**config.mk**
```make
export PLATFORM = sky130hd
export DESIGN_NAME = cal_retain_table
export DESIGN_NICKNAME = d
export VERILOG_FILES = /design/src/rtl/crt_pkg.sv /design/src/rtl/crt_bank.sv /design/src/rtl/crt_restore.sv /design/src/rtl/crt_regif.sv /design/src/rtl/cal_retain_table.sv
export SDC_FILE = /design/constraint.sdc
export NUM_CORES = 1
export LEC_CHECK = 0
export BUFFER_PORTS_ARGS = -buffer_cell sky130_fd_sc_hd__buf_2
export CAP_MARGIN = 5
export CORE_UTILIZATION = 62
export CTS_CLUSTER_SIZE = 14
export DETAILED_ROUTE_END_ITERATION = 10
export GPL_TIMING_DRIVEN = 0
export PLACE_DENSITY = 0.87
export SLEW_MARGIN = 30
export SYNTH_ARGS = -nofsm -noshare
export SYNTH_HDL_FRONTEND = slang
export SYNTH_SLANG_ARGS = --single-unit
```
**constraint.sdc**
```tcl
create_clock -name clk -period 2.6 [get_ports clk]
set_input_delay 0.13 -clock clk [delete_from_list [all_inputs] [get_ports clk]]
set_output_delay 0.13 -clock clk [all_outputs]
set_load 0.005 [all_outputs]
```
**src/rtl/crt_pkg.sv**
```systemverilog
package crt_pkg;
  localparam int BUS_W      = 32;
  localparam int AW         = 8;
  localparam int CTRL_ADDR  = 0;
  localparam int CMD_BASE   = 16;
  localparam int CHAIN_STEP = 8;
  localparam int DATA_OFS   = 4;
  localparam int B_EN       = 0;
  localparam int B_FORCE    = 1;
  localparam int B_MASK     = 8;
  localparam int B_WR       = 16;
  localparam int B_ACC      = 17;

  // lowest set bit of an 8-bit selection vector, 8 when empty
  function automatic logic [3:0] lowest_set(input logic [7:0] m);
    lowest_set = 4'd8;
    for (int i = 7; i >= 0; i--) begin
      if (m[i]) lowest_set = 4'(i);
    end
  endfunction

  function automatic logic [AW-1:0] cmd_addr(input int c);
    return AW'(CMD_BASE + c * CHAIN_STEP);
  endfunction

  function automatic logic [AW-1:0] data_addr(input int c);
    return AW'(CMD_BASE + c * CHAIN_STEP + DATA_OFS);
  endfunction
endpackage

```
**src/rtl/crt_bank.sv**
```systemverilog
module crt_bank
  import crt_pkg::*;
#(
  parameter int NE  = 6,
  parameter int DW  = 28,
  parameter int IW  = 3,
  parameter int LAT = 4
) (
  input  logic          clk,
  input  logic          rst_n,
  input  logic          cmd_we,
  input  logic [IW-1:0] cmd_idx_in,
  input  logic          cmd_wr_in,
  input  logic          cmd_acc_in,
  input  logic          dat_we,
  input  logic [DW-1:0] dat_wdata,
  input  logic [IW-1:0] rs_idx,
  output logic [IW-1:0] cmd_idx,
  output logic          cmd_wr,
  output logic          cmd_busy,
  output logic [DW-1:0] dat_q,
  output logic [DW-1:0] rs_word,
  output logic          acc_done
);
  localparam int CW = $clog2(LAT + 1);

  logic [DW-1:0] ent [NE];
  logic [CW-1:0] cnt;
  logic [DW-1:0] cur_word;
  logic          cmd_take;

  assign cmd_take = cmd_we && !cmd_busy;
  assign acc_done = cmd_busy && (cnt == CW'(1));

  // out-of-range indices match no entry and so yield 0
  always_comb begin
    rs_word  = '0;
    cur_word = '0;
    for (int e = 0; e < NE; e++) begin
      if (rs_idx == IW'(e))  rs_word  = ent[e];
      if (cmd_idx == IW'(e)) cur_word = ent[e];
    end
  end

  always_ff @(posedge clk or negedge rst_n) begin
    if (!rst_n) begin
      cmd_idx  <= '0;
      cmd_wr   <= 1'b0;
      cmd_busy <= 1'b0;
      cnt      <= '0;
      dat_q    <= '0;
      for (int e = 0; e < NE; e++) ent[e] <= '0;
    end else begin
      if (cmd_take) begin
        cmd_idx <= cmd_idx_in;
        cmd_wr  <= cmd_wr_in;
        if (cmd_acc_in) begin
          cmd_busy <= 1'b1;
          cnt      <= CW'(LAT);
        end
      end else if (cmd_busy) begin
        cnt <= cnt - CW'(1);
        if (acc_done) cmd_busy <= 1'b0;
      end

      if (acc_done && !cmd_wr) begin
        dat_q <= cur_word;
      end else if (dat_we && !cmd_busy) begin
        dat_q <= dat_wdata;
      end

      for (int e = 0; e < NE; e++) begin
        if (acc_done && cmd_wr && cmd_idx == IW'(e)) ent[e] <= dat_q;
      end
    end
  end

  AST_ACC_HOLD: assert property (@(posedge clk) disable iff (!rst_n)
    cmd_busy && !acc_done |=> cmd_busy);
  AST_CNT_RANGE: assert property (@(posedge clk) disable iff (!rst_n)
    cmd_busy |-> (cnt != '0) && (cnt <= CW'(LAT)));
  AST_CMD_DROPPED: assert property (@(posedge clk) disable iff (!rst_n)
    cmd_we && cmd_busy |=> $stable(cmd_idx) && $stable(cmd_wr));
  AST_DAT_DROPPED: assert property (@(posedge clk) disable iff (!rst_n)
    dat_we && cmd_busy && cmd_wr |=> $stable(dat_q));
endmodule

```
**src/rtl/crt_restore.sv**
```systemverilog
module crt_restore
  import crt_pkg::*;
#(
  parameter int NC = 2,
  parameter int NE = 6,
  parameter int DW = 28,
  parameter int IW = 3
) (
  input  logic             clk,
  input  logic             rst_n,
  input  logic             en_nxt,
  input  logic             start,
  input  logic [NE-1:0]    mask,
  input  logic [NC*DW-1:0] words,
  output logic             busy,
  output logic [IW-1:0]    rs_idx,
  output logic             out_vld,
  output logic [IW-1:0]    out_idx,
  output logic [NC*DW-1:0] out_data
);
  logic [NE-1:0] rem;
  logic [3:0]    pk;
  logic          step;

  assign pk     = lowest_set(8'(rem));
  assign rs_idx = IW'(pk);
  assign step   = busy && (|rem);

  always_ff @(posedge clk or negedge rst_n) begin
    if (!rst_n) begin
      busy     <= 1'b0;
      rem      <= '0;
      out_vld  <= 1'b0;
      out_idx  <= '0;
      out_data <= '0;
    end else if (!en_nxt) begin
      busy    <= 1'b0;
      rem     <= '0;
      out_vld <= 1'b0;
    end else if (start && !busy) begin
      busy    <= 1'b1;
      rem     <= mask;
      out_vld <= 1'b0;
    end else begin
      out_vld <= step;
      if (step) begin
        out_idx  <= rs_idx;
        out_data <= words;
        rem      <= rem & ~(NE'(1) << pk);
      end else if (busy) begin
        busy <= 1'b0;
      end
    end
  end

  AST_VLD_IN_REPLAY: assert property (@(posedge clk) disable iff (!rst_n)
    out_vld |-> busy);
  AST_ASCENDING: assert property (@(posedge clk) disable iff (!rst_n)
    out_vld && $past(out_vld) |-> out_idx > $past(out_idx));
  AST_OFF_IDLE: assert property (@(posedge clk) disable iff (!rst_n)
    !en_nxt |=> !busy && !out_vld);
endmodule

```
**src/rtl/crt_regif.sv**
```systemverilog
module crt_regif
  import crt_pkg::*;
#(
  parameter int NC = 2,
  parameter int NE = 6,
  parameter int DW = 28,
  parameter int IW = 3
) (
  input  logic             clk,
  input  logic             rst_n,
  input  logic [AW-1:0]    addr,
  input  logic [BUS_W-1:0] wdata,
  input  logic             we,
  input  logic             re,
  input  logic             rs_busy,
  input  logic [NC*IW-1:0] cmd_idx_all,
  input  logic [NC-1:0]    cmd_wr_all,
  input  logic [NC-1:0]    cmd_busy_all,
  input  logic [NC*DW-1:0] dat_all,
  output logic [BUS_W-1:0] rdata,
  output logic             en_nxt,
  output logic             start,
  output logic [NC-1:0]    cmd_we,
  output logic [NC-1:0]    dat_we
);
  logic             en_q;
  logic [NE-1:0]    mask_q;
  logic             ctrl_hit;
  logic [BUS_W-1:0] rd_mux;

  assign ctrl_hit = (addr == AW'(CTRL_ADDR));
  assign en_nxt   = (we && ctrl_hit) ? wdata[B_EN] : en_q;
  assign start    = we && ctrl_hit && wdata[B_FORCE] && wdata[B_EN];

  for (genvar c = 0; c < NC; c++) begin : g_dec
    assign cmd_we[c] = we && (addr == cmd_addr(c)) && !rs_busy;
    assign dat_we[c] = we && (addr == data_addr(c));
  end

  always_comb begin
    rd_mux = '0;
    if (ctrl_hit) begin
      rd_mux[B_EN]        = en_q;
      rd_mux[B_FORCE]     = rs_busy;
      rd_mux[B_MASK+:NE]  = mask_q;
    end
    for (int c = 0; c < NC; c++) begin
      if (addr == cmd_addr(c)) begin
        rd_mux[IW-1:0] = cmd_idx_all[c*IW+:IW];
        rd_mux[B_WR]   = cmd_wr_all[c];
        rd_mux[B_ACC]  = cmd_busy_all[c];
      end
      if (addr == data_addr(c)) rd_mux[DW-1:0] = dat_all[c*DW+:DW];
    end
  end

  always_ff @(posedge clk or negedge rst_n) begin
    if (!rst_n) begin
      en_q   <= 1'b0;
      mask_q <= '0;
      rdata  <= '0;
    end else begin
      en_q <= en_nxt;
      if (we && ctrl_hit) mask_q <= wdata[B_MASK+:NE];
      if (re) rdata <= rd_mux;
    end
  end

  AST_RDATA_HELD: assert property (@(posedge clk) disable iff (!rst_n)
    !re |=> $stable(rdata));
  AST_FORCE_NEEDS_EN: assert property (@(posedge clk) disable iff (!rst_n)
    rs_busy |-> en_q);
endmodule

```
**src/rtl/cal_retain_table.sv**
```systemverilog
module cal_retain_table
  import crt_pkg::*;
#(
  parameter int N_CHAIN = 2,
  parameter int N_ENTRY = 6,
  parameter int DATA_W  = 28,
  parameter int ACC_LAT = 4
) (
  input  logic                            clk,
  input  logic                            rst_n,
  input  logic [7:0]                      addr,
  input  logic [31:0]                     wdata,
  input  logic                            we,
  input  logic                            re,
  output logic [31:0]                     rdata,
  output logic                            rfe_vld,
  output logic [$clog2(N_ENTRY+1)-1:0]    rfe_idx,
  output logic [N_CHAIN*DATA_W-1:0]       rfe_data
);
  localparam int IW = $clog2(N_ENTRY + 1);

  logic [N_CHAIN*IW-1:0]     cmd_idx_all;
  logic [N_CHAIN-1:0]        cmd_wr_all;
  logic [N_CHAIN-1:0]        cmd_busy_all;
  logic [N_CHAIN*DATA_W-1:0] dat_all;
  logic [N_CHAIN*DATA_W-1:0] words;
  logic [N_CHAIN-1:0]        cmd_we;
  logic [N_CHAIN-1:0]        dat_we;
  logic [N_CHAIN-1:0]        acc_done;
  logic                      en_nxt;
  logic                      start;
  logic                      rs_busy;
  logic [IW-1:0]             rs_idx;
  logic                      unused_bits;

  assign unused_bits = ^wdata;

  crt_regif #(.NC(N_CHAIN), .NE(N_ENTRY), .DW(DATA_W), .IW(IW)) u_regif (
    .clk(clk), .rst_n(rst_n), .addr(addr), .wdata(wdata), .we(we), .re(re),
    .rs_busy(rs_busy), .cmd_idx_all(cmd_idx_all), .cmd_wr_all(cmd_wr_all),
    .cmd_busy_all(cmd_busy_all), .dat_all(dat_all), .rdata(rdata),
    .en_nxt(en_nxt), .start(start), .cmd_we(cmd_we), .dat_we(dat_we)
  );

  for (genvar c = 0; c < N_CHAIN; c++) begin : g_bank
    crt_bank #(.NE(N_ENTRY), .DW(DATA_W), .IW(IW), .LAT(ACC_LAT)) u_bank (
      .clk(clk), .rst_n(rst_n),
      .cmd_we(cmd_we[c]), .cmd_idx_in(wdata[IW-1:0]),
      .cmd_wr_in(wdata[B_WR]), .cmd_acc_in(wdata[B_ACC]),
      .dat_we(dat_we[c]), .dat_wdata(wdata[DATA_W-1:0]),
      .rs_idx(rs_idx),
      .cmd_idx(cmd_idx_all[c*IW+:IW]), .cmd_wr(cmd_wr_all[c]),
      .cmd_busy(cmd_busy_all[c]), .dat_q(dat_all[c*DATA_W+:DATA_W]),
      .rs_word(words[c*DATA_W+:DATA_W]), .acc_done(acc_done[c])
    );

    AST_DONE_FREES: assert property (@(posedge clk) disable iff (!rst_n)
      acc_done[c] |=> !cmd_busy_all[c]);
  end

  crt_restore #(.NC(N_CHAIN), .NE(N_ENTRY), .DW(DATA_W), .IW(IW)) u_restore (
    .clk(clk), .rst_n(rst_n), .en_nxt(en_nxt), .start(start),
    .mask(wdata[B_MASK+:N_ENTRY]), .words(words), .busy(rs_busy),
    .rs_idx(rs_idx), .out_vld(rfe_vld), .out_idx(rfe_idx), .out_data(rfe_data)
  );

  AST_NO_ACCESS_START_IN_REPLAY: assert property (@(posedge clk) disable iff (!rst_n)
    rs_busy && $past(rs_busy) |-> !$rose(cmd_busy_all[0]));
endmodule

```
# After elaboration in Yosys (flattened, before gate mapping)

Index checks and enable logic that the tools add are counted.

Output and inout bits: 92
Logic and storage cells: 174
Register bits after elaboration: 510
Input bits: 44

Shift operators: 1
Reduce and logical (&&, ||, !) cells: 50
$add $sub $neg: 2
Bitwise gates (word level): 3
Muxes and demuxes: 63
Equality and inequality tests: 25

Operator list:

| operator            | count |
|---|---|
| $mux 28             | 30 |
| $logic_and 1x1->1   | 33 |
| $eq 8x5->1 const B  | 4 |
| $mux 4              | 6 |
| $mux 6              | 4 |
| $mux 3              | 7 |
| $eq 3x2->1 const B  | 6 |
| $eq 3x3->1 const B  | 6 |
| $eq 3x1->1 const B  | 5 |
| $mux 1              | 13 |
| $logic_not 3->1     | 3 |
| $logic_not 8->1     | 1 |
| $reduce_bool 2->1   | 4 |
| $and 6x6->6         | 1 |
| $mux 2              | 3 |
| $not 6->6           | 1 |
| $reduce_or 6->1     | 1 |
| $shl 1x4->6 const A | 1 |
| $sub 3x1->3 const B | 2 |
| $logic_not 1->1     | 5 |
| $ne 2x2->1 const B  | 2 |
| $reduce_and 2->1    | 2 |
| $ne 3x1->1 const B  | 1 |
| $ne 3x3->1 const B  | 1 |
| other kinds (2)     | 2 |

# Longest topological paths before layout

Gate-level depths: netlist (run 1).

Depth after elaboration: 13
Mapped depth: 9
Mapped depth without buffers: 7

# Cells and area by module

Synthesis (run 1) repeated with hierarchy kept, for this count alone.

Cell total of the unflattened synthesis: 2035
Area total of the unflattened synthesis: 25982.4 um^2

By module, submodules not included:

| module      | cells an instance | sequential area each (um^2) | area each (um^2) | times used |
|---|---|---|---|---|
| crt_bank    | 847               | 5104.9                      | 10605.2          | 2 |
| crt_restore | 176               | 1676.6                      | 2872.8           | 1 |
| crt_regif   | 165               | 875.8                       | 1899.3           | 1 |

# Worst setup path before layout (run 1)

OpenSTA, ideal clock, no wires.

Kind: flip-flop to flip-flop
Start point: reg g_bank[0].u_bank.cnt[1]
End point: reg g_bank[0].u_bank.ent[45] in the netlist's numbering
Required time: 2.475 ns
Setup slack: 0.431 ns
Clock period less this slack: 2.169 ns
Buffers on the path: 1
Data arrival time: 2.044 ns
Stages on the path, launching flop included: 8
Library setup time: 0.125 ns
Cells stage by stage: dfrtp_1 inv_1 ha_1 nor2b_1 nand3_1 nor3_2 buf_2 mux2_2

Cells in the longest elaborated chain, start to end: 4

RTL lines:

| item                            | line           | text |
|---|---|---|
| from (decl)                     | crt_bank.sv:28 | `logic [CW-1:0] cnt;` |
| from (signal assigned)          | crt_bank.sv:59 | `cnt <= CW'(LAT);` |
| from (signal assigned)          | crt_bank.sv:62 | `cnt <= cnt - CW'(1);` |
| $eq 3x1->1                      | crt_bank.sv:33 | `assign acc_done = cmd_busy && (cnt == CW'(1));` |
| $logic_and 1x1->1               | crt_bank.sv:33 |  |
| $logic_and 1x1->1 (2 in series) | crt_bank.sv:73 | `if (acc_done && cmd_wr && cmd_idx == IW'(e)) ent[e] <= dat_q;` |
| to (signal, indexed assignment) | crt_bank.sv:73 |  |
| to (decl)                       | crt_bank.sv:27 | `logic [DW-1:0] ent [NE];` |

Every way passes these cells.
A chain may end at the register's enable or synchronous reset.

# Final worst setup path (run 1)

Start point: reg u_restore.rem[1]
End point: reg u_restore.out_data[44]

Cells in the longest elaborated chain, start to end: 9
Elaborated cells between the ends (all ways): 17
Classes of those cells: eq/ne (5); mux (8); reduce/logical (4)

RTL lines:

| item                   | line              | text |
|---|---|---|
| from (decl)            | crt_restore.sv:21 | `logic [NE-1:0] rem;` |
| from (signal assigned) | crt_restore.sv:42 | `rem <= mask;` |
| from (signal assigned) | crt_restore.sv:49 | `rem <= rem & ~(NE'(1) << pk);` |
| $mux 4 (2 in series)   | crt_pkg.sv:18     | `if (m[i]) lowest_set = 4'(i);` |
| $logic_not 3->1        | crt_bank.sv:40    | `if (rs_idx == IW'(e)) rs_word = ent[e];` |
| $mux 28 (6 in series)  | crt_bank.sv:40    |  |
| to (signal assigned)   | crt_restore.sv:48 | `out_data <= words;` |
| to (decl)              | crt_restore.sv:19 | `output logic [NC*DW-1:0] out_data` |

Several ways; a longest one is shown, not always the timed one.

==> results of run 1 <==
-- through the flow --
step           total power [uW]  std cells  utilization  setup TNS (ns)
6_report                  17900       2969        0.736          -0.363
5_1_grt                   18200       2969        0.736         -0.0729
4_1_cts                   17700       2959        0.730               0
3_5_place_dp               9850       2827        0.672          -65.59
3_3_place_gp               9760       2822        0.668        -4384.75
2_1_floorplan              9140       2171            -               0
-- power by group through the flow --
| stage | Clock, uW | Combinational (uW) | Sequential [uW] |
|---|---|---|---|
| 6_report | 8020 | 1200 | 8650 |
| 5_1_grt | 8300 | 1280 | 8650 |
| 4_1_cts | 7980 | 1160 | 8600 |
| 3_5_place_dp | 0 | 1110 | 8740 |
| 3_3_place_gp | 0 | 1040 | 8720 |
| 2_1_floorplan | 0 | 620 | 8520 |
-- cells by family (layout without fill, tap and decap cells) --
kind of cell / Yosys count / count (layout)
xor+xnor: 2 / 2
flops: 510 / 510
mux: 517 / 517
fa+ha+maj: 4 / 4
simple gates: 394 / 394
buf+inv: 223 / 496
compound gates: 517 / 517
other cells: 1 / 4
-- final timing paths --
check / cells after the start / end / slack, ns
max: 7 / u_restore.out_data[44]$_DFFE_PN0P_ / -0.08
min: 4 / u_regif.rdata[10]$_DFFE_PN0P_ / 0.09
max reg2reg: 7 / u_restore.out_data[44]$_DFFE_PN0P_ / -0.08
min reg2reg: 2 / u_restore.out_data[22]$_DFFE_PN0P_ / 0.47
max in group asynchronous: 4 / g_bank[1].u_bank.ent[154]$_DFFE_PN0P_ / 1.16
min in group asynchronous: 2 / u_restore.out_data[3]$_DFFE_PN0P_ / 0.11
-- cell usage in the layout (no fill, tap or decap), types with 6 or more instances in the layout --
| cell | n |
|---|---|
| buf_2 | 170 |
| a211oi_2 | 7 |
| o221ai_1 | 6 |
| clkinv_2 | 9 |
| dlygate4sd3_1 | 30 |
| mux4_2 | 28 |
| bufinv_16 | 6 |
| nor2_1 | 69 |
| a21oi_1 | 75 |
| a221oi_1 | 46 |
| clkbuf_16 | 53 |
| a2bb2oi_1 | 14 |
| a22oi_1 | 52 |
| o21ai_0 | 86 |
| a211o_1 | 6 |
| mux2_2 | 374 |
| clkbuf_1 | 64 |
| clkbuf_8 | 15 |
| buf_1 | 11 |
| buf_4 | 30 |
| clkbuf_2 | 39 |
| clkbuf_4 | 13 |
| a22o_1 | 48 |
| nand3_1 | 15 |
| mux2i_1 | 110 |
| o22ai_1 | 11 |
| o2bb2ai_1 | 59 |
| o41ai_2 | 7 |
| a211oi_1 | 30 |
| nand2_1 | 191 |
| nor3_1 | 16 |
| a221o_1 | 8 |
| nor2b_1 | 50 |
| a221oi_2 | 6 |
| dfrtp_1 | 510 |
| inv_1 | 41 |
| a31oi_1 | 30 |
-- flip-flops by register name (all words and copies together), names as in the netlist --
signal,count
u_regif.mask_q,6
g_bank.u_bank.cmd_wr,2
u_restore.out_idx,3
u_restore.out_data,56
g_bank.u_bank.cmd_idx,6
u_regif.rdata,28
g_bank.u_bank.dat_q,56
u_regif.en_q,1
u_restore.out_vld,1
u_restore.rem,6
u_restore.busy,1
g_bank.u_bank.cmd_busy,2
g_bank.u_bank.cnt,6
g_bank.u_bank.ent,336
-- critical path: stages, from the launching register on --
cell and delay [ns]:
dfrtp_1 0.39, clkbuf_2 0.36, nor2_1 0.14, and4b_1 0.26, clkbuf_2 0.31, clkbuf_2 0.38
a221oi_1 0.54, o21ai_0 0.16
-- per-layer routing --
metal / part of all wire / vias up
met4: 0.083 / 0
met3: 0.13 / 523
met5: 0 / -
met1: 0.35 / 10400
met2: 0.44 / 1709
li1: - / 8536
-- final cells by class --
cell class / instances / area [um2] / area share
Tap cell: 525 / 657 / 0.0223
Buffer: 180 / 915 / 0.0310
Clock buffer: 74 / 1560 / 0.0527
Multi-Input combinational cell: 1438 / 12000 / 0.405
Inverter: 42 / 158 / 0.00535
Clock inverter: 19 / 262 / 0.00887
Timing Repair Buffer: 181 / 1230 / 0.0417
Sequential cell: 510 / 12800 / 0.433
-- repair_timing --
| action | CTS | global route |
|---|---|---|
| pin swaps | 4 | 1 |
| endpoints found under the hold margin | 153 | 0 |
| resized for setup | 53 | 67 |
| hold buffers | 30 | 0 |
| setup buffers | 10 | 10 |
| setup endpoints to repair | 275 | 199 |
==> flow_metrics.py, run 1 <==
metrics = {
    "run_status": {
        "status": "finished with violations",
        "violations": "setup timing",
    },
    "routing": {
        "num_vias": 21200,
        "routed_wl_um": 87100,
        "avgViaCountPerCell": 7.13,
        "drt_iter0_drc": 3111,
        "drcViolationCount": 0,
        "wl_per_cell_um": 29.3,
        "drtAntennaViolNets": 0,
        "dr.pass1.iters": 7,
    },
    "placement": {
        "place_ws_ns": -1.11,
        "postPlaceCellArea_um2": 26900,
        "portBuffers": 126,
        "gp_congestion": 0.995,
        "hpwl_um": 57300,
    },
    "clock_network": {
        "cts-root-buf": "clkbuf_16",
        "clkTransAtPathRegs_ns": 0.07,
        "htreeDepth": 2,
        "clk_path_buf_depth": 3,
        "clock_latency_ns": 0.62,
        "clock_sinks": 510,
        "cts_buffers": 52,
        "tritoncts": "yes",
    },
    "power": {
        "irDropWorstVdd_uv": 577,
        "netSwitchingFraction": 0.253,
        "comb_power_share": 0.067,
        "pwr-share-clk": 0.449,
        "p_seq_frac": 0.484,
        "powerDensity_nw_per_um2": 606,
        "p_leak_uw": 0.0142,
        "p_int_uw": 13300,
        "p_sw_uw": 4520,
    },
    "global_route": {
        "grt_pass1_wl_um": 130000,
        "met1_usage": 0.515,
        "use_met3": 0.125,
        "grt_max_degree": 92,
        "grt.total_usage": 0.420,
        "grt_busiest_layer": "met2",
        "antenna_found_initial": 2,
        "gr-usage-met2": 0.627,
        "grt_overflow": 0,
        "grt_pass1_vias": 21500,
    },
    "sta": {
        "maxSlewViolCount": 0,
        "hold_ws_ns": 0.0878,
        "fmax_mhz": 373,
        "hold_viol": 0,
        "setup_viol": 13,
        "slew-limit-headroom": 0.301,
        "worst-slew-pin-transition_ns": 1.05,
        "fin_crit_ns": 2.68,
        "finClkSkew_ns": 0.0275,
        "setup_slack_ns": -0.0806,
        "rsz0062_at_grt": "yes",
        "fin_crit_sh": 1.03,
    },
    "synth": {
        "synth_most_common_cell": "dfrtp_1",
        "synth_mux_area_frac": 0.235,
        "syn_inst": 2168,
        "yosys_register_bits": 510,
        "yosys.area_share.simple": 0.0746,
        "synth_fa_ha_area_frac": 0.00196,
        "ys_async_sr_fraction": 1.00,
        "synth.area.top_cells": "dfrtp_1, mux2_2, mux2i_1",
        "synth_top_cell_area_share": 0.501,
        "yosysTopAreaCell": "dfrtp_1",
        "seq_area_frac_synth": 0.501,
        "synth_ff_type": "dfrtp_1",
        "synth_cell_types": 71,
        "syn-cell-area_um2": 25500,
        "synth_xor_area_frac": 0.000688,
        "synth_commonest_cells": "dfrtp_1, mux2_2, nand2_1",
        "synth-edff-count": 0,
        "syn_area_per_cell_um2": 11.8,
        "synth_top_family_by_area": "multiplexers",
        "yosysWarnings": 0,
        "synth-compound-area-share": 0.148,
    },
    "floorplanning": {
        "ios": 136,
        "dieArea_um2": 41900,
        "die_h_um": 205,
        "rows": 73,
        "coreArea_um2": 40100,
        "dieWidth_um": 205,
        "start_util": 0.635,
    },
    "min_path": {
        "hold_path_startpoint": "addr[2]",
        "hp-class": "in2reg",
    },
    "setup_path": {
        "r2r_start": "u_restore.rem[1]$_DFFE_PN0P_",
        "endpoint_kind": "register",
        "critPathLaunch": "u_restore.rem[1]$_DFFE_PN0P_",
        "arrival_ns": 3.16,
        "path_class": "reg2reg",
        "required_ns": 3.08,
        "cp-start-kind": "register",
        "cp_max_fo": 10,
    },
    "finish": {
        "antenna_cells": 0,
        "nFillCells": 2537,
        "syn_to_final_growth_pct": 15.8,
        "finalInstanceArea_um2": 29500,
        "layout.nets": 2453,
        "drive_above_1_share": 0.328,
    },
    "flow_run": {
        "drv_cap": 0,
    },
}
Note: power is estimated with default switching activity, not from simulation.
==> run 2: changes to the inputs <==
--- a/config.mk
+++ b/config.mk
@@ -12,6 +12,7 @@
 export DETAILED_ROUTE_END_ITERATION = 10
 export GPL_TIMING_DRIVEN = 0
 export PLACE_DENSITY = 0.87
+export SKIP_LAST_GASP = 1
 export SLEW_MARGIN = 30
 export SYNTH_ARGS = -nofsm -noshare
 export SYNTH_HDL_FRONTEND = slang
==> flow_metrics.py, run 2 (synthesized netlist as in run 1, its figures left out) <==
metrics = {
    "clock_network": {
        "clock_sinks": 510,
        "clock_latency_ns": 0.62,
        "clkTransAtPathRegs_ns": 0.07,
        "clk_path_buf_depth": 3,
        "cts_buffers": 52,
        "tritoncts": "yes",
        "cts-root-buf": "clkbuf_16",
        "htreeDepth": 2,
    },
    "power": {
        "pwr-share-clk": 0.449,
        "p_seq_frac": 0.484,
        "irDropWorstVdd_uv": 584,
        "p_leak_uw": 0.0142,
        "p_sw_uw": 4520,
        "powerDensity_nw_per_um2": 605,
        "netSwitchingFraction": 0.253,
        "comb_power_share": 0.067,
        "p_int_uw": 13300,
    },
    "floorplanning": {
        "dieWidth_um": 205,
        "rows": 73,
        "dieArea_um2": 41900,
        "ios": 136,
        "start_util": 0.635,
        "coreArea_um2": 40100,
        "die_h_um": 205,
    },
    "routing": {
        "num_vias": 21200,
        "routed_wl_um": 87200,
        "drt_iter0_drc": 3071,
        "drtAntennaViolNets": 0,
        "drcViolationCount": 0,
        "avgViaCountPerCell": 7.15,
        "routed-wl-met3_um": 11400,
        "dr.pass1.iters": 8,
        "wl_met1_um": 30000,
        "dr_wl_met2_um": 38500,
        "wl_per_cell_um": 29.4,
        "routed.top_layer": "met4",
    },
    "finish": {
        "largest_reg_flops": 336,
        "final_cells": 2969,
        "reg_top3": "g_bank.u_bank.ent x336, g_bank.u_bank.dat_q x56, u_restore.out_data x56",
        "antenna_cells": 0,
        "drive_above_1_share": 0.329,
        "largest-register": "g_bank.u_bank.ent",
        "finalInstanceArea_um2": 29500,
        "final_cell_mix": "dfrtp_1, mux2_2, nand2_1",
        "final_common_cell": "dfrtp_1",
        "layout.nets": 2453,
        "syn_to_final_growth_pct": 15.8,
    },
    "run_status": {
        "status": "finished with violations",
        "violations": "setup timing",
    },
    "min_path": {
        "hold_path_startpoint": "addr[2]",
        "hp-class": "in2reg",
        "holdPathStages": 4,
        "worstHoldEndpoint": "u_regif.rdata[10]$_DFFE_PN0P_",
    },
    "global_route": {
        "grt.total_usage": 0.420,
        "grt_pass1_vias": 21500,
        "grt_max_degree": 92,
        "grt_overflow": 0,
        "grt_pass1_wl_um": 130000,
        "antenna_found_initial": 2,
    },
    "placement": {
        "dp.cells": 2827,
        "portBuffers": 126,
        "gp_congestion": 0.995,
        "postPlaceCellArea_um2": 26900,
        "place_ws_ns": -1.11,
        "hpwl_um": 57300,
    },
    "setup_path": {
        "arrival_ns": 3.19,
        "crit_buf_inv": 3,
        "worstRegToRegCells": 7,
        "path_class": "reg2reg",
        "crit_path_top_delay_cell": "buf_2",
        "required_ns": 3.11,
        "endpoint_kind": "register",
        "crit_family": "buffers and inverters",
        "crit_path_frequent_cell": "clkbuf_2",
        "reg2reg_to": "u_restore.out_data[40]$_DFFE_PN0P_",
        "cp_max_fo": 10,
        "cp-start-kind": "register",
        "cp_slowest_stage_delay_ns": 0.43,
        "r2r_start": "u_restore.rem[1]$_DFFE_PN0P_",
        "path_cells": "clkbuf_2 > nor2_1 > and4b_1 > clkbuf_2 > buf_2 > a221oi_1 > o21ai_0",
        "r2r_slack_ns": -0.08,
    },
    "sta": {
        "finClkSkew_ns": 0.0259,
        "fin_crit_sh": 1.03,
        "setup_viol": 26,
        "fin_crit_ns": 2.68,
        "finalSetupTns_ns": -0.774,
        "maxSlewViolCount": 0,
        "fmax_mhz": 374,
        "rsz0062_at_grt": "yes",
        "hold_viol": 0,
        "hold_ws_ns": 0.0823,
        "slew-limit-headroom": 0.334,
        "worst-slew-pin-transition_ns": 0.998,
        "setup_slack_ns": -0.0765,
    },
    "flow_run": {
        "drv_cap": 0,
    },
}
-- run 2: how the worst max path moves through the flow --
stage                     depth (start not counted)                                 from                                   end
after CTS                                         6         u_restore.rem[1]$_DFFE_PN0P_     u_restore.out_data[6]$_DFFE_PN0P_
after global placement                            1                                rst_n    u_restore.out_data[43]$_DFFE_PN0P_
after floorplan                                   7  g_bank[0].u_bank.cnt[1]$_DFFE_PN0P_  g_bank[0].u_bank.ent[45]$_DFFE_PN0P_
final                                             7         u_restore.rem[1]$_DFFE_PN0P_    u_restore.out_data[40]$_DFFE_PN0P_
after global routing                              7         u_restore.rem[1]$_DFFE_PN0P_    u_restore.out_data[16]$_DFFE_PN0P_
after detailed placement                          6         u_restore.rem[1]$_DFFE_PN0P_    u_restore.out_data[27]$_DFFE_PN0P_
-- run 2: power groups by stage --
stage	clock network (uW)	logic, uW	registers [uW]
after floorplan	0	620	8520
after global placement	0	1040	8720
after detailed placement	0	1110	8740
after CTS	7980	1160	8600
after global routing	8300	1280	8650
final	8010	1200	8640
-- run 2: cell type report --
| cell class | instances | area, um2 |
|---|---|---|
| buffer | 180 | 908 |
| clock buffer | 74 | 1560 |
| clock inverter | 19 | 262 |
| fill | 2528 | 10600 |
| inverter | 42 | 158 |
| multi-input combinational | 1438 | 12000 |
| sequential | 510 | 12800 |
| tap | 525 | 657 |
| timing repair buffer | 181 | 1230 |
-- run 2: tightest hold or removal path, delay by kind of cell --
kind	cells	cell delay [ns]
simple gates	1	0.10
compound gates	2	0.27
buf+inv	1	0.15
-- run 2: per-stage QoR --
step,utilization,power (uW)
final,0.736,17900
after global routing,0.736,18200
after CTS,0.730,17700
after detailed placement,0.672,9850
after global placement,0.668,9760
after floorplan,-,9140
-- run 2: routing by layer --
| layer | global-route usage | up-vias |
|---|---|---|
| met3 | 0.123 | 561 |
| met1 | 0.519 | 10400 |
| met2 | 0.627 | 1772 |
| met5 | 0 | - |
| met4 | 0.314 | 0 |
| li1 | - | 8524 |
-- run 2: repair_timing --
action	in CTS	in global routing
gates resized for setup	50	73
hold buffers	30	0
hold endpoints to repair	153	0
pin swaps	4	1
endpoints found under the setup margin	275	204
setup buffers	10	10
